File: config.mk
export PLATFORM = sky130hd
export DESIGN_NAME = spi_dual_role
export DESIGN_NICKNAME = d
export VERILOG_FILES = /design/src/rtl/spi_dr_pkg.sv /design/src/rtl/spi_master_clk.sv /design/src/rtl/spi_pin_sync.sv /design/src/rtl/spi_dual_role.sv
export SDC_FILE = /design/constraint.sdc
export NUM_CORES = 1
export LEC_CHECK = 0
export BUFFER_PORTS_ARGS = -buffer_cell sky130_fd_sc_hd__buf_4
export CAP_MARGIN = 20
export CORE_MARGIN = 4
export CORE_UTILIZATION = 52
export DETAILED_ROUTE_END_ITERATION = 6
export GPL_ROUTABILITY_DRIVEN = 0
export PLACE_DENSITY = 0.75
export SYNTH_ARGS = -nofsm -noshare
export SYNTH_HDL_FRONTEND = slang
export SYNTH_HIERARCHICAL = 1
export SYNTH_SLANG_ARGS = --single-unit
File: constraint.sdc
create_clock -name clk -period 2.86 [get_ports clk]
set_input_delay 0.143 -clock clk [delete_from_list [all_inputs] [get_ports clk]]
set_output_delay 0.143 -clock clk [all_outputs]
set_load 0.005 [all_outputs]
File: src/rtl/spi_dr_pkg.sv
package spi_dr_pkg;

    localparam logic [1:0] ADDR_CTRL = 2'd0;
    localparam logic [1:0] ADDR_STAT = 2'd1;
    localparam logic [1:0] ADDR_DATA = 2'd2;

    // control register, bit 0 first: enable, master, lsb_first, irq_en, rate[1:0]
    typedef struct packed {
        logic [1:0] rate;
        logic       irq_en;
        logic       lsb_first;
        logic       master;
        logic       enable;
    } ctrl_t;

    localparam int CTRL_W = $bits(ctrl_t);

    // half of the serial clock period in system clocks
    function automatic int unsigned half_period(input logic [1:0] sel);
        case (sel)
            2'd0:    return 2;
            2'd1:    return 8;
            2'd2:    return 32;
            default: return 64;
        endcase
    endfunction

endpackage

File: src/rtl/spi_master_clk.sv
module spi_master_clk #(
    parameter int CNT_W = 6
) (
    input  logic       clk,
    input  logic       rst_n,
    input  logic       start,
    input  logic       stop,
    input  logic [1:0] rate,
    output logic       active,
    output logic       sck,
    output logic       lead,
    output logic       trail
);
    typedef struct packed {
        logic             active;
        logic             sck;
        logic [CNT_W-1:0] cnt;
    } gen_t;

    gen_t             st_d, st_q;
    logic [CNT_W-1:0] limit;
    logic             tick;

    always_comb begin
        limit = CNT_W'(spi_dr_pkg::half_period(rate) - 1);
        tick  = st_q.active && (st_q.cnt == limit);
        lead  = tick && !st_q.sck;
        trail = tick && st_q.sck;
        st_d  = st_q;
        if (start) begin
            st_d.active = 1'b1;
            st_d.sck    = 1'b0;
            st_d.cnt    = '0;
        end else if (st_q.active) begin
            if (tick) begin
                st_d.cnt = '0;
                st_d.sck = !st_q.sck;
                if (trail && stop) begin
                    st_d.active = 1'b0;
                    st_d.sck    = 1'b0;
                end
            end else begin
                st_d.cnt = st_q.cnt + CNT_W'(1);
            end
        end
    end

    always_ff @(posedge clk or negedge rst_n) begin
        if (!rst_n) st_q <= '0;
        else        st_q <= st_d;
    end

    assign active = st_q.active;
    assign sck    = st_q.sck;
endmodule

File: src/rtl/spi_pin_sync.sv
module spi_pin_sync #(
    parameter int STAGES = 2
) (
    input  logic clk,
    input  logic rst_n,
    input  logic sck_i,
    input  logic mosi_i,
    input  logic ss_n_i,
    output logic sck_s,
    output logic mosi_s,
    output logic ss_n_s,
    output logic sck_rise,
    output logic sck_fall,
    output logic ss_rise
);
    localparam logic [2:0] IDLE = 3'b100; // {ss_n, mosi, sck}

    logic [2:0] stage_d [STAGES];
    logic [2:0] stage_q [STAGES];
    logic [1:0] prev_d, prev_q;           // {ss_n, sck} one clock older

    always_comb begin
        stage_d[0] = {ss_n_i, mosi_i, sck_i};
        for (int i = 1; i < STAGES; i++) stage_d[i] = stage_q[i-1];
        prev_d = {stage_q[STAGES-1][2], stage_q[STAGES-1][0]};
    end

    always_ff @(posedge clk or negedge rst_n) begin
        if (!rst_n) begin
            for (int i = 0; i < STAGES; i++) stage_q[i] <= IDLE;
            prev_q <= 2'b10;
        end else begin
            for (int i = 0; i < STAGES; i++) stage_q[i] <= stage_d[i];
            prev_q <= prev_d;
        end
    end

    assign sck_s    = stage_q[STAGES-1][0];
    assign mosi_s   = stage_q[STAGES-1][1];
    assign ss_n_s   = stage_q[STAGES-1][2];
    assign sck_rise = sck_s && !prev_q[0];
    assign sck_fall = !sck_s && prev_q[0];
    assign ss_rise  = ss_n_s && !prev_q[1];
endmodule

File: src/rtl/spi_dual_role.sv
module spi_dual_role #(
    parameter int DW          = 8,
    parameter int SYNC_STAGES = 2,
    parameter int DIV_W       = 6
) (
    input  logic          clk,
    input  logic          rst_n,
    input  logic          wr_en,
    input  logic          rd_en,
    input  logic [1:0]    addr,
    input  logic [DW-1:0] wdata,
    output logic [DW-1:0] rdata,
    output logic          irq_o,
    output logic          sck_o,
    input  logic          sck_i,
    output logic          mosi_o,
    input  logic          mosi_i,
    input  logic          miso_i,
    output logic          miso_o,
    output logic          miso_oe,
    input  logic          ss_n_i
);
    import spi_dr_pkg::*;

    localparam int          CW   = $clog2(DW);
    localparam logic [CW-1:0] LAST = CW'(DW - 1);

    typedef struct packed {
        ctrl_t         ctrl;
        logic [DW-1:0] sr;      // shift register, shared by both roles
        logic [DW-1:0] hold;    // byte restored on a slave abort
        logic          rx_bit;  // bit taken on the leading edge
        logic [CW-1:0] bitcnt;
        logic          s_busy;
        logic          done;
        logic          wcol;
        logic          armed;   // status was read while a flag was set
    } core_t;

    core_t st_d, st_q;

    logic m_active, m_sck, m_lead, m_trail;
    logic sck_s, mosi_s, ss_n_s, sck_rise, sck_fall, ss_rise;
    logic master_mode, slave_mode, selected, busy, out_bit;
    logic data_wr, data_acc, start, last;
    logic [CW-1:0] bitcnt_w;
    logic done_w, wcol_w, s_busy_w;

    function automatic logic [DW-1:0] shift_in(input logic [DW-1:0] v,
                                               input logic b, input logic lsb);
        return lsb ? {b, v[DW-1:1]} : {v[DW-2:0], b};
    endfunction

    spi_master_clk #(.CNT_W(DIV_W)) u_clk (
        .clk    (clk),
        .rst_n  (rst_n),
        .start  (start),
        .stop   (last),
        .rate   (st_q.ctrl.rate),
        .active (m_active),
        .sck    (m_sck),
        .lead   (m_lead),
        .trail  (m_trail)
    );

    spi_pin_sync #(.STAGES(SYNC_STAGES)) u_sync (
        .clk      (clk),
        .rst_n    (rst_n),
        .sck_i    (sck_i),
        .mosi_i   (mosi_i),
        .ss_n_i   (ss_n_i),
        .sck_s    (sck_s),
        .mosi_s   (mosi_s),
        .ss_n_s   (ss_n_s),
        .sck_rise (sck_rise),
        .sck_fall (sck_fall),
        .ss_rise  (ss_rise)
    );

    always_comb begin
        master_mode = st_q.ctrl.enable && st_q.ctrl.master;
        slave_mode  = st_q.ctrl.enable && !st_q.ctrl.master;
        selected    = slave_mode && !ss_n_s;
        busy        = (master_mode && m_active) || (slave_mode && st_q.s_busy);
        out_bit     = st_q.ctrl.lsb_first ? st_q.sr[0] : st_q.sr[DW-1];
        data_wr     = wr_en && (addr == ADDR_DATA);
        data_acc    = (wr_en || rd_en) && (addr == ADDR_DATA);
        start       = data_wr && !busy && master_mode;
        last        = (st_q.bitcnt == LAST);

        st_d = st_q;
        if (wr_en && addr == ADDR_CTRL) st_d.ctrl = ctrl_t'(wdata[CTRL_W-1:0]);
        if (rd_en && addr == ADDR_STAT && (st_q.done || st_q.wcol)) st_d.armed = 1'b1;
        if (data_acc && st_q.armed) begin
            st_d.done  = 1'b0;
            st_d.wcol  = 1'b0;
            st_d.armed = 1'b0;
        end
        if (data_wr) begin
            if (busy) begin
                st_d.wcol = 1'b1;
            end else begin
                st_d.sr     = wdata;
                st_d.hold   = wdata;
                st_d.bitcnt = '0;
            end
        end

        if (master_mode) begin
            if (m_lead) st_d.rx_bit = miso_i;
            if (m_trail) begin
                st_d.sr     = shift_in(st_q.sr, st_q.rx_bit, st_q.ctrl.lsb_first);
                st_d.bitcnt = st_q.bitcnt + CW'(1);
                if (last) begin
                    st_d.done   = 1'b1;
                    st_d.hold   = st_d.sr;
                    st_d.bitcnt = '0;
                end
            end
        end

        if (slave_mode) begin
            if (ss_rise) begin
                st_d.bitcnt = '0;
                st_d.s_busy = 1'b0;
                st_d.sr     = st_q.hold;
            end else if (selected && sck_rise) begin
                st_d.rx_bit = mosi_s;
                st_d.s_busy = 1'b1;
            end else if (selected && sck_fall && st_q.s_busy) begin
                st_d.sr     = shift_in(st_q.sr, st_q.rx_bit, st_q.ctrl.lsb_first);
                st_d.bitcnt = st_q.bitcnt + CW'(1);
                if (last) begin
                    st_d.done   = 1'b1;
                    st_d.s_busy = 1'b0;
                    st_d.hold   = st_d.sr;
                    st_d.bitcnt = '0;
                end
            end
        end
    end

    always_ff @(posedge clk or negedge rst_n) begin
        if (!rst_n) st_q <= '0;
        else        st_q <= st_d;
    end

    always_comb begin
        case (addr)
            ADDR_CTRL: rdata = DW'(st_q.ctrl);
            ADDR_STAT: rdata = DW'({st_q.wcol, st_q.done});
            ADDR_DATA: rdata = st_q.sr;
            default:   rdata = '0;
        endcase
    end

    assign sck_o    = master_mode && m_sck;
    assign mosi_o   = master_mode && out_bit;
    assign miso_o   = selected && out_bit;
    assign miso_oe  = selected;
    assign irq_o    = st_q.done && st_q.ctrl.irq_en;
    assign bitcnt_w = st_q.bitcnt;
    assign done_w   = st_q.done;
    assign wcol_w   = st_q.wcol;
    assign s_busy_w = st_q.s_busy;
endmodule

; Word level (Yosys, flattened, before mapping)
; Index checks and enable logic that the tools add are counted.
[classes]
add_sub_neg = 3
n_eq_ne = 6
mux = 40
n_reduce_logical = 46
[op_table]
columns = cell, n
row1 = 16-bit 2-to-1 mux, 5
row2 = 8-bit 2-to-1 mux, 6
row3 = 1-bit logical AND, 27
row4 = 8-bit case mux with 3 select lines, 1
row5 = 22-bit 2-to-1 mux, 1
row6 = 20-bit 2-to-1 mux, 1
row7 = 3-bit 2-to-1 mux, 6
row8 = 6-bit case mux with 3 select lines, 1
row9 = 1-bit 2-to-1 mux, 12
row10 = 5-bit 2-to-1 mux, 2
row11 = 9-bit 2-to-1 mux, 1
row12 = 1-bit logical NOT, 7
row13 = "6-bit by 1-bit adder with 6-bit output, second input constant", 1
row14 = 6-bit equality test, 1
row15 = 6-bit 2-to-1 mux, 1
row16 = 2-bit nonzero test, 3
row17 = 3-bit nonzero test, 2
row18 = "6-bit by 1-bit subtractor with 6-bit output, second input constant", 1
row19 = "2-bit by 1-bit equality test with 1-bit output, second input constant", 2
row20 = "2-bit equality test, second input constant", 2
row21 = 2-bit logical NOT, 2
row22 = 2-bit 2-to-1 mux, 2
row23 = 4-bit 2-to-1 mux, 1
row24 = "3-bit by 1-bit adder with 3-bit output, second input constant", 1
row25 = 4 further kinds, 6
[word_totals]
register_bits = 46
input_bits = 18
output_inout_bits = 13
wordCells = 114

; Logic depth before layout (Yosys ltp)
; Gate-level depths: netlist of run 1.
[depth]
ltp_word = 14
depth_mapped = 11
ltp_nobuf = 10

; Hierarchy
; Netlist of run 1, hierarchy kept.
[modules_own_cells]
columns = mod, instances, cells_per_inst, area_per_inst_um2, seq_area_each_um2
row1 = spi_dual_role, 1, 161, 1779.2, 750.7
row2 = spi_master_clk, 1, 56, 524.3, 200.2
row3 = spi_pin_sync, 1, 11, 225.2, 203.9

; Least setup slack after synthesis of run 1
; OpenSTA, ideal clock, no wires.
[synth_path]
kind = flip-flop to flip-flop
startpoint = register st_q[29] in the netlist's numbering
endpoint = register st_q[10] in the netlist's numbering
setup_ns = 0.128
t_arrival_ns = 2.530
required_ns = 2.732
setup_slack_ns = 0.203
path_stages_with_launch = 12
n_path_buf = 1
period_less_slack_ns = 2.657
path_cell_list = dfrtp_1 or2_2 ha_1 xnor2_1 nor3_1 o21ai_4 nor2_4 and3_1 a21o_1 buf_4 nand2_2 mux2_1
[synth_lines]
columns = item, line
row1 = start: declaration, spi_dual_role.sv:40  ; core_t st_d, st_q;
row2 = start signal: assignment, spi_dual_role.sv:145  ; else st_q <= st_d;

==> metrics.txt, run 1 <==
# TYPE chip_impl_metric gauge
chip_impl_metric{name="achievable_clock_frequency",unit="MHz"} 372.5
chip_impl_metric{name="static-leakage-power",unit="nW"} 1.323
chip_impl_metric{name="grt_overflow",unit=""} 0
chip_impl_metric{name="synth_sequential_area_ratio",unit="%"} 45.67
chip_impl_metric{name="vias_per_cell",unit=""} 5.489
chip_impl_metric{name="detailedPlacementHpwl",unit="um"} 3606
chip_impl_metric{name="worst-endpoint-arrival",unit="ns"} 2.87
chip_impl_metric{name="clk_pin_slew_worst_paths",unit="ns"} 0.09
chip_impl_metric{name="syn_area",unit="mm^2"} 0.002529
chip_impl_metric{name="design_power_total",unit="mW"} 2.295
chip_impl_metric{name="critical_path.max_fanout",unit=""} 9
chip_impl_metric{name="fin_skew",unit="ns"} 0.006690
chip_impl_info{name="synth_commonest_cells",value="sky130_fd_sc_hd__dfrtp_1, sky130_fd_sc_hd__mux2i_1, sky130_fd_sc_hd__mux2_2"} 1
chip_impl_metric{name="timing.reg2reg.worst_path_depth",unit=""} 10
chip_impl_metric{name="worst_slew_pin_slew",unit="ns"} 0.5935
chip_impl_metric{name="synthesis.yosys.warnings",unit=""} 6
chip_impl_metric{name="cts.htree.levels",unit=""} 2
chip_impl_info{name="synth_largest_area_cell",value="sky130_fd_sc_hd__dfrtp_1"} 1
chip_impl_metric{name="crit_buf_inv",unit=""} 0
chip_impl_metric{name="design.core.area",unit="mm^2"} 0.004723
chip_impl_info{name="most_repeated_cell_in_the_gate_level_netlist_after_synthesis",value="sky130_fd_sc_hd__dfrtp_1"} 1
chip_impl_info{name="worstSetupStartpointType",value="register"} 1
chip_impl_metric{name="drc",unit=""} 0
chip_impl_metric{name="postRouteWirelength",unit="um"} 5257
chip_impl_metric{name="final-max-slew-violation-count",unit=""} 0
chip_impl_metric{name="final_layout_size_suffix_gt1_share",unit="%"} 29.17
chip_impl_metric{name="synth_cell_types",unit=""} 49
chip_impl_metric{name="antenna_violations_before_repair",unit=""} 0
chip_impl_metric{name="initial_utilization",unit="%"} 53.54
chip_impl_info{name="cp_top_family",value="simple AND/OR/NAND/NOR gates"} 1
chip_impl_metric{name="first_iter_violations",unit=""} 141
chip_impl_metric{name="hold_path_depth",unit=""} 2
chip_impl_metric{name="fillerInstances",unit=""} 375
chip_impl_metric{name="cts_max_path_buffers",unit=""} 2
chip_impl_info{name="holdCritStartpoint",value="wdata[5]"} 1
chip_impl_info{name="outcome",value="finished clean"} 1
chip_impl_info{name="worstSetupStartpoint",value="st_q[29]$_DFFE_PN0P_"} 1
chip_impl_metric{name="synth_largest_type_area_fraction",unit="%"} 42.55
chip_impl_metric{name="area_growth",unit="%"} 17.32
chip_impl_metric{name="antenna-diode-count",unit=""} 0
chip_impl_metric{name="synthArstFlopShare",unit="%"} 100.0
chip_impl_metric{name="synth_enable_flop_cells",unit=""} 0
chip_impl_metric{name="die_height",unit="um"} 77.74
chip_impl_info{name="postSynth.topFlopCell",value="sky130_fd_sc_hd__dfrtp_1"} 1
chip_impl_info{name="cpMaxStageDelayCell",value="sky130_fd_sc_hd__dfrtp_1"} 1
chip_impl_info{name="cts_tree",value="built"} 1
chip_impl_metric{name="die_width",unit="um"} 77.74
chip_impl_metric{name="ant_nets",unit=""} 0
chip_impl_metric{name="wire_length_of_the_first_global_routing_pass",unit="um"} 8845
chip_impl_info{name="rsz0062_at_grt",value="false"} 1
chip_impl_metric{name="cts-buffers-inserted",unit=""} 5
chip_impl_metric{name="cts.sinks",unit=""} 46
chip_impl_metric{name="ys_seq_elements",unit=""} 46
chip_impl_info{name="crit_path_cell_trace",value="or2_2 -> ha_1 -> xnor2_1 -> nor3_2 -> o21ai_4 -> nor2_4 -> and3_1 -> a21o_1 -> nand2_2 -> mux2_1"} 1
chip_impl_metric{name="design.die.area",unit="mm^2"} 0.006043
chip_impl_metric{name="period_share",unit="%"} 93.86
chip_impl_metric{name="mean_instance_size_in_the_synthesized_netlist",unit="um^2"} 11.09
chip_impl_info{name="r2r_path_start",value="st_q[29]$_DFFE_PN0P_"} 1
chip_impl_metric{name="cp.required",unit="ns"} 3.05
chip_impl_metric{name="max_slew_margin",unit="%"} 60.26
chip_impl_metric{name="number_of_buffers_added_on_ports",unit=""} 30
chip_impl_metric{name="ios",unit=""} 31
chip_impl_metric{name="vdd_drop_max",unit="V"} 0.0003751
chip_impl_metric{name="vias",unit=""} 1817
chip_impl_info{name="clockRootBuffer",value="sky130_fd_sc_hd__clkbuf_8"} 1
chip_impl_metric{name="placement_rows",unit=""} 25
chip_impl_metric{name="critical_path_depth",unit=""} 10
chip_impl_metric{name="postSynthNetCount",unit=""} 250
chip_impl_metric{name="area.sequential",unit="mm^2"} 0.001155
chip_impl_metric{name="finish.net_count",unit=""} 285
chip_impl_metric{name="number_of_hold_violations_in_the_final_report",unit=""} 0
chip_impl_metric{name="crit_path_max_incr_delay",unit="ns"} 0.44
chip_impl_metric{name="total_area_of_multi_input_combinational_cells",unit="mm^2"} 0.001292
chip_impl_info{name="synth.area.top_cells",value="sky130_fd_sc_hd__dfrtp_1, sky130_fd_sc_hd__mux2i_1, sky130_fd_sc_hd__mux2_2"} 1
chip_impl_metric{name="cap_violations",unit=""} 0
chip_impl_metric{name="power_density",unit="mW/mm^2"} 773.5
chip_impl_metric{name="route.detailed.wl_per_inst",unit="um"} 15.88
chip_impl_info{name="setup.worst_path.end_class",value="register"} 1
chip_impl_info{name="min-delay-path-class",value="in -> reg"} 1
chip_impl_metric{name="clkLatencyLatePin",unit="ns"} 0.30
chip_impl_metric{name="timing.final.crit_period",unit="ns"} 2.684
chip_impl_metric{name="grt_pass1_vias",unit=""} 1803
chip_impl_info{name="worstSetupPathType",value="reg -> reg"} 1
chip_impl_metric{name="drt_pass1_iterations",unit=""} 4
chip_impl_metric{name="globalRouteTotalUtil",unit="%"} 18.68
chip_impl_metric{name="synthCells",unit=""} 228
chip_impl_metric{name="setup-violations-final",unit=""} 0
chip_impl_metric{name="cts_setup_buffers",unit=""} 0
chip_impl_metric{name="maximum_number_of_pins_on_one_net_before_global_route_repair",unit=""} 47
chip_impl_metric{name="fin_tns_setup",unit="ns"} 0
layout by cell type (no fill, tap or decap), types with 5 or more instances in the layout:
cell type                   n
sky130_fd_sc_hd__mux2_1     6
sky130_fd_sc_hd__o21ai_1    5
sky130_fd_sc_hd__mux2_2    17
sky130_fd_sc_hd__clkbuf_8   5
sky130_fd_sc_hd__dfrtp_1   43
sky130_fd_sc_hd__mux2i_1   25
sky130_fd_sc_hd__inv_1      7
sky130_fd_sc_hd__nand2_1   15
sky130_fd_sc_hd__o21ai_0    6
sky130_fd_sc_hd__buf_4     34
sky130_fd_sc_hd__a22oi_1    5
sky130_fd_sc_hd__nor2_1    15
sky130_fd_sc_hd__a21oi_1    6
sky130_fd_sc_hd__nor2b_1    5
final cells by class:
cell class                 count  area share, %
clock inverter                 3          1.518
tap                           67          2.826
clock buffer                   5          2.320
multi-input combinational    165          43.57
timing repair buffer          38          9.954
sequential                    46          38.93
inverter                       7         0.8857
routing by layer:
layer  share of wire [%]  global-route usage, %  vias to the layer above
li1                    -                      -                      882
met1                  46                  24.98                      887
met2                  48                  28.51                       42
met3                 5.0                  4.872                        6
met4                 1.3                  8.185                        0
met5                   0                      0                        -
stage by stage:
step | utilization (%) | setup WS (ns) | instances | cell area, um^2 | hold WS (ns)
global route | 62.81 | 0.008702 | 331 | 2967 | 0.09168
detailed placement | 59.44 | 0.1115 | 319 | 2808 | 0.1847
floorplan | - | 0.2029 | 228 | 2529 | -0.1526
global placement | 59.44 | 0.1612 | 319 | 2808 | 0.1872
CTS | 62.70 | 0.08630 | 331 | 2962 | 0.08735
finish | 62.81 | 0.1757 | 331 | 2967 | 0.09834
worst reg2reg max path: cells and delay by family, from the launching register on:
kind | cells | cell delay [ns]
xor+xnor | 1 | 0.14
mux | 1 | 0.37
simple gates | 5 | 1.07
flops | 1 | 0.44
compound gates | 2 | 0.27
fa+ha+maj | 1 | 0.29
state kept, by name, summed over array words and instances, names as in the netlist:
register,count
s_busy_w,1
u_sync/mosi_s,1
wcol_w,1
u_sync/sck_s,1
u_clk/st_q,6
u_sync/stage_d,3
u_sync/prev_q,2
bitcnt_w,3
u_clk/active,1
u_clk/sck,1
done_w,1
st_q,24
u_sync/ss_n_s,1
worst paths after layout:
| check | endpoint | slack (ns) |
|---|---|---|
| setup / recovery | st_q[13]$_DFF_PN0_ | 0.18 |
| hold / removal | st_q[29]$_DFFE_PN0P_ | 0.1 |
| setup reg to reg | st_q[13]$_DFF_PN0_ | 0.18 |
| hold reg to reg | u_sync/mosi_s$_DFF_PN0_ | 0.35 |
| max in group asynchronous | u_sync/stage_d[2]$_DFF_PN1_ | 2.09 |
| min in group asynchronous | st_q[29]$_DFFE_PN0P_ | 0.39 |
cells by family after synthesis:
group	after synthesis	share of synthesized area, %
xor gates and xnor gates	7	2.425
AOI/OAI and AO/OA	37	10.69
buffers and inverters	17	3.414
adders and majority gates	4	1.979
muxes	49	20.73
DFF	46	45.67
and+or+nand+nor	68	15.09
what timing repair did:
item,4_1_cts,5_1_grt
setup endpoints to repair,0,7
resized for setup,0,1
hold buffers,4,0
hold endpoints to repair,46,0
power breakdown:
| group | switching, mW | internal [mW] | total (mW) |
|---|---|---|---|
| Combinational | 0.331 | 0.398 | 0.729 |
| Sequential | 0.240 | 0.844 | 1.08 |
| Clock | 0.221 | 0.260 | 0.481 |
| Total | 0.792 | 1.50 | 2.29 |
Note: power is estimated with default switching activity, not from simulation.
==> run 2, diff against run 1 <==
--- a/config.mk
+++ b/config.mk
@@ -8,10 +8,10 @@
 export BUFFER_PORTS_ARGS = -buffer_cell sky130_fd_sc_hd__buf_4
 export CAP_MARGIN = 20
 export CORE_MARGIN = 4
-export CORE_UTILIZATION = 52
+export CORE_UTILIZATION = 45
 export DETAILED_ROUTE_END_ITERATION = 6
 export GPL_ROUTABILITY_DRIVEN = 0
-export PLACE_DENSITY = 0.75
+export PLACE_DENSITY = 0.67
 export SYNTH_ARGS = -nofsm -noshare
 export SYNTH_HDL_FRONTEND = slang
 export SYNTH_HIERARCHICAL = 1
==> run 2 against run 1 <==
Highest routed layer unchanged; final area grew 0.21%; critical endpoint is now st_q[14]$_DFF_PN0_; register-to-register slack gained 0.02 ns; non-clock buffer count grew 2; largest cell class unchanged.
==> metrics.txt, run 2 (synthesis gave the netlist of run 1 again) <==
# TYPE chip_impl_metric gauge
chip_impl_metric{name="area.sequential",unit="mm^2"} 0.001155
chip_impl_metric{name="worst_slew_pin_slew",unit="ns"} 0.6270
chip_impl_metric{name="vias",unit=""} 1870
chip_impl_metric{name="drc",unit=""} 0
chip_impl_info{name="most-common-layout-cells",value="sky130_fd_sc_hd__dfrtp_1, sky130_fd_sc_hd__buf_4, sky130_fd_sc_hd__mux2i_1, sky130_fd_sc_hd__mux2_2"} 1
chip_impl_metric{name="grt_overflow",unit=""} 0
chip_impl_metric{name="number_of_buffers_added_on_ports",unit=""} 30
chip_impl_info{name="worstSetupStartpointType",value="register"} 1
chip_impl_metric{name="cts-buffers-inserted",unit=""} 5
chip_impl_metric{name="design.die.area",unit="mm^2"} 0.006882
chip_impl_metric{name="die_width",unit="um"} 82.96
chip_impl_metric{name="final-max-slew-violation-count",unit=""} 0
chip_impl_metric{name="grt_pass1_vias",unit=""} 1812
chip_impl_metric{name="cap_violations",unit=""} 0
chip_impl_metric{name="finish.net_count",unit=""} 287
chip_impl_metric{name="ant_nets",unit=""} 0
chip_impl_metric{name="cts.sinks",unit=""} 46
chip_impl_metric{name="cp.required",unit="ns"} 3.05
chip_impl_metric{name="number_of_hold_violations_in_the_final_report",unit=""} 0
chip_impl_metric{name="route.detailed.wl_per_inst",unit="um"} 15.95
chip_impl_metric{name="fin_tns_setup",unit="ns"} 0
chip_impl_metric{name="area_growth",unit="%"} 17.57
chip_impl_metric{name="postRouteWirelength",unit="um"} 5390
chip_impl_metric{name="wire_length_of_the_first_global_routing_pass",unit="um"} 9259
chip_impl_info{name="final_common_cell",value="sky130_fd_sc_hd__dfrtp_1"} 1
chip_impl_info{name="worstSetupPathType",value="reg -> reg"} 1
chip_impl_info{name="outcome",value="finished clean"} 1
chip_impl_metric{name="setup-violations-final",unit=""} 0
chip_impl_metric{name="design_area",unit="mm^2"} 0.002973
chip_impl_metric{name="power_density",unit="mW/mm^2"} 752.9
chip_impl_metric{name="maximum_number_of_pins_on_one_net_before_global_route_repair",unit=""} 47
chip_impl_info{name="min-delay-path-class",value="in -> reg"} 1
chip_impl_metric{name="ios",unit=""} 31
chip_impl_metric{name="initial_utilization",unit="%"} 46.20
chip_impl_metric{name="final_layout_size_suffix_gt1_share",unit="%"} 29.70
chip_impl_metric{name="first_iter_violations",unit=""} 118
chip_impl_metric{name="die_height",unit="um"} 82.96
chip_impl_info{name="reg.largest.list",value="st_q: 24 flops, u_clk/st_q: 6 flops"} 1
chip_impl_metric{name="total_area_of_multi_input_combinational_cells",unit="mm^2"} 0.001297
chip_impl_metric{name="vias_per_cell",unit=""} 5.533
chip_impl_metric{name="dpl_cell_area",unit="mm^2"} 0.002829
chip_impl_metric{name="hold-worst-slack",unit="ns"} 0.08974
chip_impl_metric{name="period_share",unit="%"} 93.24
chip_impl_info{name="setup.worst_path.end_class",value="register"} 1
chip_impl_metric{name="achievable_clock_frequency",unit="MHz"} 375.0
chip_impl_metric{name="vdd_drop_max",unit="V"} 0.0003489
chip_impl_metric{name="design.core.area",unit="mm^2"} 0.005473
chip_impl_metric{name="largest_reg_flops",unit=""} 24
chip_impl_metric{name="globalRouteTotalUtil",unit="%"} 16.34
chip_impl_metric{name="clkLatencyLatePin",unit="ns"} 0.30
chip_impl_metric{name="fin_skew",unit="ns"} 0.007486
chip_impl_metric{name="design_power_total",unit="mW"} 2.238
chip_impl_info{name="largest-register",value="st_q"} 1
chip_impl_metric{name="detailedPlacementHpwl",unit="um"} 3833
chip_impl_info{name="rsz0062_at_grt",value="false"} 1
chip_impl_metric{name="cts.htree.levels",unit=""} 2
chip_impl_metric{name="drt_pass1_iterations",unit=""} 4
chip_impl_metric{name="antenna-diode-count",unit=""} 0
chip_impl_metric{name="clk_pin_slew_worst_paths",unit="ns"} 0.10
chip_impl_info{name="clockRootBuffer",value="sky130_fd_sc_hd__clkbuf_8"} 1
chip_impl_metric{name="fillerInstances",unit=""} 514
chip_impl_metric{name="static-leakage-power",unit="nW"} 1.344
chip_impl_metric{name="timing.final.crit_period",unit="ns"} 2.667
chip_impl_metric{name="critical_path.max_fanout",unit=""} 9
chip_impl_metric{name="cts_max_path_buffers",unit=""} 2
chip_impl_metric{name="r2r_setup_slack",unit="ns"} 0.19
chip_impl_metric{name="placement_rows",unit=""} 27
chip_impl_metric{name="final_util",unit="%"} 54.32
chip_impl_metric{name="worst-endpoint-arrival",unit="ns"} 2.86
chip_impl_info{name="cts_tree",value="built"} 1
chip_impl_metric{name="max_slew_margin",unit="%"} 58.02
chip_impl_metric{name="antenna_violations_before_repair",unit=""} 0
==> run 2: cell count changes in the layout (fill, tap and decap cells not counted) <==
cell,previous run,this run
sky130_fd_sc_hd__inv_6,0,1
sky130_fd_sc_hd__nand2_4,0,1
sky130_fd_sc_hd__nand2_2,1,0
sky130_fd_sc_hd__clkinv_4,0,1
sky130_fd_sc_hd__bufinv_16,1,0
sky130_fd_sc_hd__clkinvlp_4,2,1
sky130_fd_sc_hd__buf_4,34,36
==> run 2: repair_timing <==
item | in CTS | in global routing
endpoints found under the setup margin | 0 | 5
gates resized for setup | 0 | 2
endpoints found under the hold margin | 46 | 0
setup buffers | 0 | 0
hold buffers | 4 | 0
==> run 2: area by class of cell <==
class	count	share of cell area [%]
timing repair buffer	40	10.44
clock buffer	5	2.315
clock inverter	3	0.8418
tap	72	3.030
inverter	7	0.8838
sequential	46	38.85
multi-input combinational	165	43.64
==> run 2: final timing paths <==
check / to / depth (start not counted) / start
max: st_q[14]$_DFF_PN0_ / 10 / st_q[29]$_DFFE_PN0P_
max in group asynchronous: st_q[9]$_DFF_PN0_ / 2 / rst_n
min in group asynchronous: u_clk/st_q[0]$_DFFE_PN0P_ / 2 / rst_n
min reg2reg: u_sync/sck_s$_DFF_PN0_ / 0 / u_sync/stage_d[0]$_DFF_PN0_
max reg2reg: st_q[14]$_DFF_PN0_ / 10 / st_q[29]$_DFFE_PN0P_
min: st_q[26]$_DFFE_PN0P_ / 2 / wdata[2]
==> run 2: where the power goes <==
part / internal (mW) / total [mW] / switching [mW]
combinational: 0.403 / 0.742 / 0.339
sequential: 0.844 / 1.08 / 0.235
clock: 0.177 / 0.417 / 0.240
total: 1.42 / 2.24 / 0.815
==> run 2: metrics by stage <==
stage          std cells  setup WS (ns)
2_1_floorplan        228         0.2029
3_3_place_gp         326         0.1435
3_5_place_dp         326        0.07764
4_1_cts              338        0.05547
5_1_grt              338        0.02297
6_report             338         0.1933
==> run 2: critical path, cell delays in order (launching register included) <==
cell and delay [ns]:
sky130_fd_sc_hd__dfrtp_1 0.45, sky130_fd_sc_hd__or2_2 0.31, sky130_fd_sc_hd__ha_1 0.28, sky130_fd_sc_hd__xnor2_1 0.14
sky130_fd_sc_hd__nor3_2 0.26, sky130_fd_sc_hd__o21ai_4 0.14, sky130_fd_sc_hd__nor2_4 0.12, sky130_fd_sc_hd__and3_1 0.21
sky130_fd_sc_hd__a21o_1 0.16, sky130_fd_sc_hd__nand2_4 0.13, sky130_fd_sc_hd__mux2_1 0.34
==> run 2: metal layers <==
metal	up-vias	part of all wire, %	routed length, um	GRT usage, %
met5	-	0	0	0
met3	7	4.4	239	3.671
met1	917	47	2530	22.09
met4	0	1.2	63	4.458
met2	52	47	2556	26.38
li1	894	-	-	-
==> run 3, diff against run 2 <==
--- a/config.mk
+++ b/config.mk
@@ -7,11 +7,13 @@
 export LEC_CHECK = 0
 export BUFFER_PORTS_ARGS = -buffer_cell sky130_fd_sc_hd__buf_4
 export CAP_MARGIN = 20
-export CORE_MARGIN = 4
+export CORE_MARGIN = 8
 export CORE_UTILIZATION = 45
+export CTS_CLUSTER_DIAMETER = 40
 export DETAILED_ROUTE_END_ITERATION = 6
 export GPL_ROUTABILITY_DRIVEN = 0
 export PLACE_DENSITY = 0.67
+export REMOVE_ABC_BUFFERS = 1
 export SYNTH_ARGS = -nofsm -noshare
 export SYNTH_HDL_FRONTEND = slang
 export SYNTH_HIERARCHICAL = 1
==> run 3 against run 2 <==
Cell count shrank 0.59%; combinational power shrank 2%; highest routed layer unchanged; largest power group unchanged; global-route usage shrank 2.6 points; die area grew 20%; hold slack gained 0.0077 ns.
==> metrics.txt, run 3 (synthesis gave the netlist of run 1 again) <==
# TYPE chip_impl_metric gauge
chip_impl_metric{name="power.share.switching",unit="%"} 35.32
chip_impl_info{name="min-delay-path-class",value="in -> reg"} 1
chip_impl_info{name="most-common-layout-cells",value="sky130_fd_sc_hd__dfrtp_1, sky130_fd_sc_hd__buf_4, sky130_fd_sc_hd__mux2i_1, sky130_fd_sc_hd__mux2_2"} 1
chip_impl_info{name="largest-register",value="st_q"} 1
chip_impl_metric{name="antenna-diode-count",unit=""} 0
chip_impl_metric{name="achievable_clock_frequency",unit="MHz"} 377.0
chip_impl_metric{name="largest_reg_flops",unit=""} 24
chip_impl_metric{name="final_cell_count_no_fill",unit=""} 336
chip_impl_metric{name="drc",unit=""} 0
chip_impl_info{name="hold_end",value="st_q[27]$_DFFE_PN0P_"} 1
chip_impl_metric{name="fin_tns_setup",unit="ns"} 0
chip_impl_metric{name="critical_path.max_fanout",unit=""} 7
chip_impl_info{name="r2r_path_start",value="st_q[29]$_DFFE_PN0P_"} 1
chip_impl_info{name="worstSetupStartpointType",value="register"} 1
chip_impl_metric{name="cts-buffers-inserted",unit=""} 5
chip_impl_metric{name="first_iter_violations",unit=""} 118
chip_impl_info{name="regToRegEndpoint",value="st_q[20]$_DFF_PN0_"} 1
chip_impl_metric{name="clk_pwr_share",unit="%"} 18.5
chip_impl_metric{name="share_seq_of_total_power",unit="%"} 48.8
chip_impl_metric{name="final-max-slew-violation-count",unit=""} 0
chip_impl_metric{name="worst_slew_pin_slew",unit="ns"} 0.5922
chip_impl_metric{name="power_density",unit="mW/mm^2"} 752.2
chip_impl_metric{name="number_of_buffers_added_on_ports",unit=""} 30
chip_impl_metric{name="ant_nets",unit=""} 0
chip_impl_metric{name="cts.sinks",unit=""} 46
chip_impl_metric{name="route.detailed.wl_per_inst",unit="um"} 16.23
chip_impl_metric{name="design.core.area",unit="mm^2"} 0.005473
chip_impl_metric{name="cts_max_path_buffers",unit=""} 2
chip_impl_metric{name="grt_pass1_vias",unit=""} 1942
chip_impl_metric{name="finish.net_count",unit=""} 285
chip_impl_info{name="cts_tree",value="built"} 1
chip_impl_metric{name="postRouteWirelength",unit="um"} 5453
chip_impl_metric{name="vias_per_cell",unit=""} 5.458
chip_impl_metric{name="cp.required",unit="ns"} 3.04
chip_impl_metric{name="cts_setup_buffers",unit=""} 0
chip_impl_metric{name="detailedPlacementHpwl",unit="um"} 3888
chip_impl_metric{name="static-leakage-power",unit="nW"} 1.337
chip_impl_metric{name="antenna_violations_before_repair",unit=""} 0
chip_impl_metric{name="cap_violations",unit=""} 0
chip_impl_metric{name="design.die.area",unit="mm^2"} 0.008274
chip_impl_metric{name="final_layout_size_suffix_gt1_share",unit="%"} 28.79
chip_impl_metric{name="wire_length_of_the_first_global_routing_pass",unit="um"} 9480
chip_impl_info{name="rsz0062_at_grt",value="false"} 1
chip_impl_info{name="setup.worst_path.end_class",value="register"} 1
chip_impl_metric{name="maximum_number_of_pins_on_one_net_before_global_route_repair",unit=""} 47
chip_impl_metric{name="worst-endpoint-arrival",unit="ns"} 2.83
chip_impl_metric{name="timing.reg2reg.worst_path_depth",unit=""} 10
chip_impl_info{name="reg.largest.list",value="st_q: 24 flops, u_clk/st_q: 6 flops"} 1
chip_impl_metric{name="max_slew_margin",unit="%"} 60.52
chip_impl_metric{name="fin_skew",unit="ns"} 0.009479
chip_impl_metric{name="drt_pass1_iterations",unit=""} 4
chip_impl_metric{name="area_growth",unit="%"} 16.87
chip_impl_metric{name="placed_cells",unit=""} 324
chip_impl_metric{name="timing.final.crit_period",unit="ns"} 2.652
chip_impl_metric{name="vdd_drop_max",unit="V"} 0.0002982
chip_impl_metric{name="ios",unit=""} 31
chip_impl_metric{name="part_of_the_power_in_combinational_logic",unit="%"} 32.7
chip_impl_info{name="final_common_cell",value="sky130_fd_sc_hd__dfrtp_1"} 1
chip_impl_info{name="holdCritStartpoint",value="wdata[3]"} 1
chip_impl_metric{name="die_height",unit="um"} 90.96
chip_impl_info{name="worstSetupPathType",value="reg -> reg"} 1
chip_impl_metric{name="setup-violations-final",unit=""} 0
chip_impl_metric{name="number_of_hold_violations_in_the_final_report",unit=""} 0
chip_impl_metric{name="grt_overflow",unit=""} 0
chip_impl_metric{name="clkLatencyLatePin",unit="ns"} 0.30
chip_impl_metric{name="die_width",unit="um"} 90.96
chip_impl_metric{name="cts.htree.levels",unit=""} 2
chip_impl_metric{name="initial_utilization",unit="%"} 46.20
chip_impl_metric{name="hold_path_depth",unit=""} 2
chip_impl_metric{name="cellInternalPower",unit="mW"} 1.438
chip_impl_metric{name="placement_rows",unit=""} 27
chip_impl_metric{name="clk_pin_slew_worst_paths",unit="ns"} 0.08
chip_impl_metric{name="r2r_setup_slack",unit="ns"} 0.21
chip_impl_metric{name="globalRouteTotalUtil",unit="%"} 13.75
chip_impl_info{name="outcome",value="finished clean"} 1
chip_impl_metric{name="power.net_switching",unit="uW"} 785.2
chip_impl_metric{name="period_share",unit="%"} 92.74
chip_impl_info{name="clockRootBuffer",value="sky130_fd_sc_hd__clkbuf_8"} 1
chip_impl_metric{name="vias",unit=""} 1834
run 3: area by class of cell:
class                   count  area (um^2)
clock inverters             1        5.005
repair buffers             38        295.3
well taps                  72        90.09
fillers                   514         2517
inverters                   7        26.28
multi-input cells         165         1297
flip-flops and latches     46         1155
clock buffers               7        86.33
run 3: what timing repair did:
| item | in CTS | in global routing |
|---|---|---|
| gates resized for setup | 0 | 2 |
| hold buffers | 4 | 0 |
| endpoints found under the hold margin | 46 | 0 |
| setup endpoints to repair | 0 | 5 |
run 3: how the worst max path moves through the flow:
| stage | startpoint | endpoint | slack (ns) | depth (start not counted) |
|---|---|---|---|---|
| global placement | st_q[29]$_DFFE_PN0P_ | st_q[10]$_DFF_PN0_ | 0.16 | 10 |
| CTS | st_q[29]$_DFFE_PN0P_ | st_q[14]$_DFF_PN0_ | 0.1 | 10 |
| floorplan | st_q[29]$_DFFE_PN0P_ | st_q[10]$_DFF_PN0_ | 0.15 | 10 |
| global route | st_q[29]$_DFFE_PN0P_ | st_q[9]$_DFF_PN0_ | 0.04 | 10 |
| finish | st_q[29]$_DFFE_PN0P_ | st_q[20]$_DFF_PN0_ | 0.21 | 10 |
| detailed placement | st_q[29]$_DFFE_PN0P_ | st_q[14]$_DFF_PN0_ | 0.10 | 10 |
run 3: layer usage:
metal,routed length (um),vias to the layer above,GRT usage [%]
met5,0,-,0
met4,65,0,4.502
met3,243,4,3.374
met2,2517,40,21.52
met1,2627,901,18.18
li1,-,889,-
run 3: power by group through the flow:
| stage | combinational [mW] | clock [mW] | sequential, mW |
|---|---|---|---|
| after floorplan | 0.541 | 0 | 1.02 |
| after global routing | 0.826 | 0.457 | 1.12 |
| after global placement | 0.711 | 0 | 1.09 |
| after CTS | 0.727 | 0.424 | 1.08 |
| final | 0.728 | 0.411 | 1.08 |
| after detailed placement | 0.721 | 0 | 1.10 |
run 3: through the flow:
stage	setup WS (ns)	instance area, um^2	power [mW]	utilization (%)	hold WS [ns]
floorplan	0.1490	2469	1.558	-	-0.1526
global placement	0.1577	2814	1.803	51.42	0.1923
detailed placement	0.1013	2814	1.817	51.42	0.1916
CTS	0.09582	2945	2.234	53.82	0.09362
global route	0.03818	2955	2.402	54.00	0.08996
finish	0.2077	2955	2.223	54.00	0.09746
run 3: critical path, cell delays in order, from the launching register on:
cell                       delay (ns)
sky130_fd_sc_hd__dfrtp_1         0.44
sky130_fd_sc_hd__or2_2           0.32
sky130_fd_sc_hd__ha_1            0.28
sky130_fd_sc_hd__xnor2_1         0.14
sky130_fd_sc_hd__nor3_2          0.24
sky130_fd_sc_hd__o21ai_4         0.14
sky130_fd_sc_hd__nor2_4          0.12
sky130_fd_sc_hd__nand2b_1        0.11
sky130_fd_sc_hd__o311a_1         0.33
sky130_fd_sc_hd__inv_1           0.10
sky130_fd_sc_hd__a222oi_1        0.32
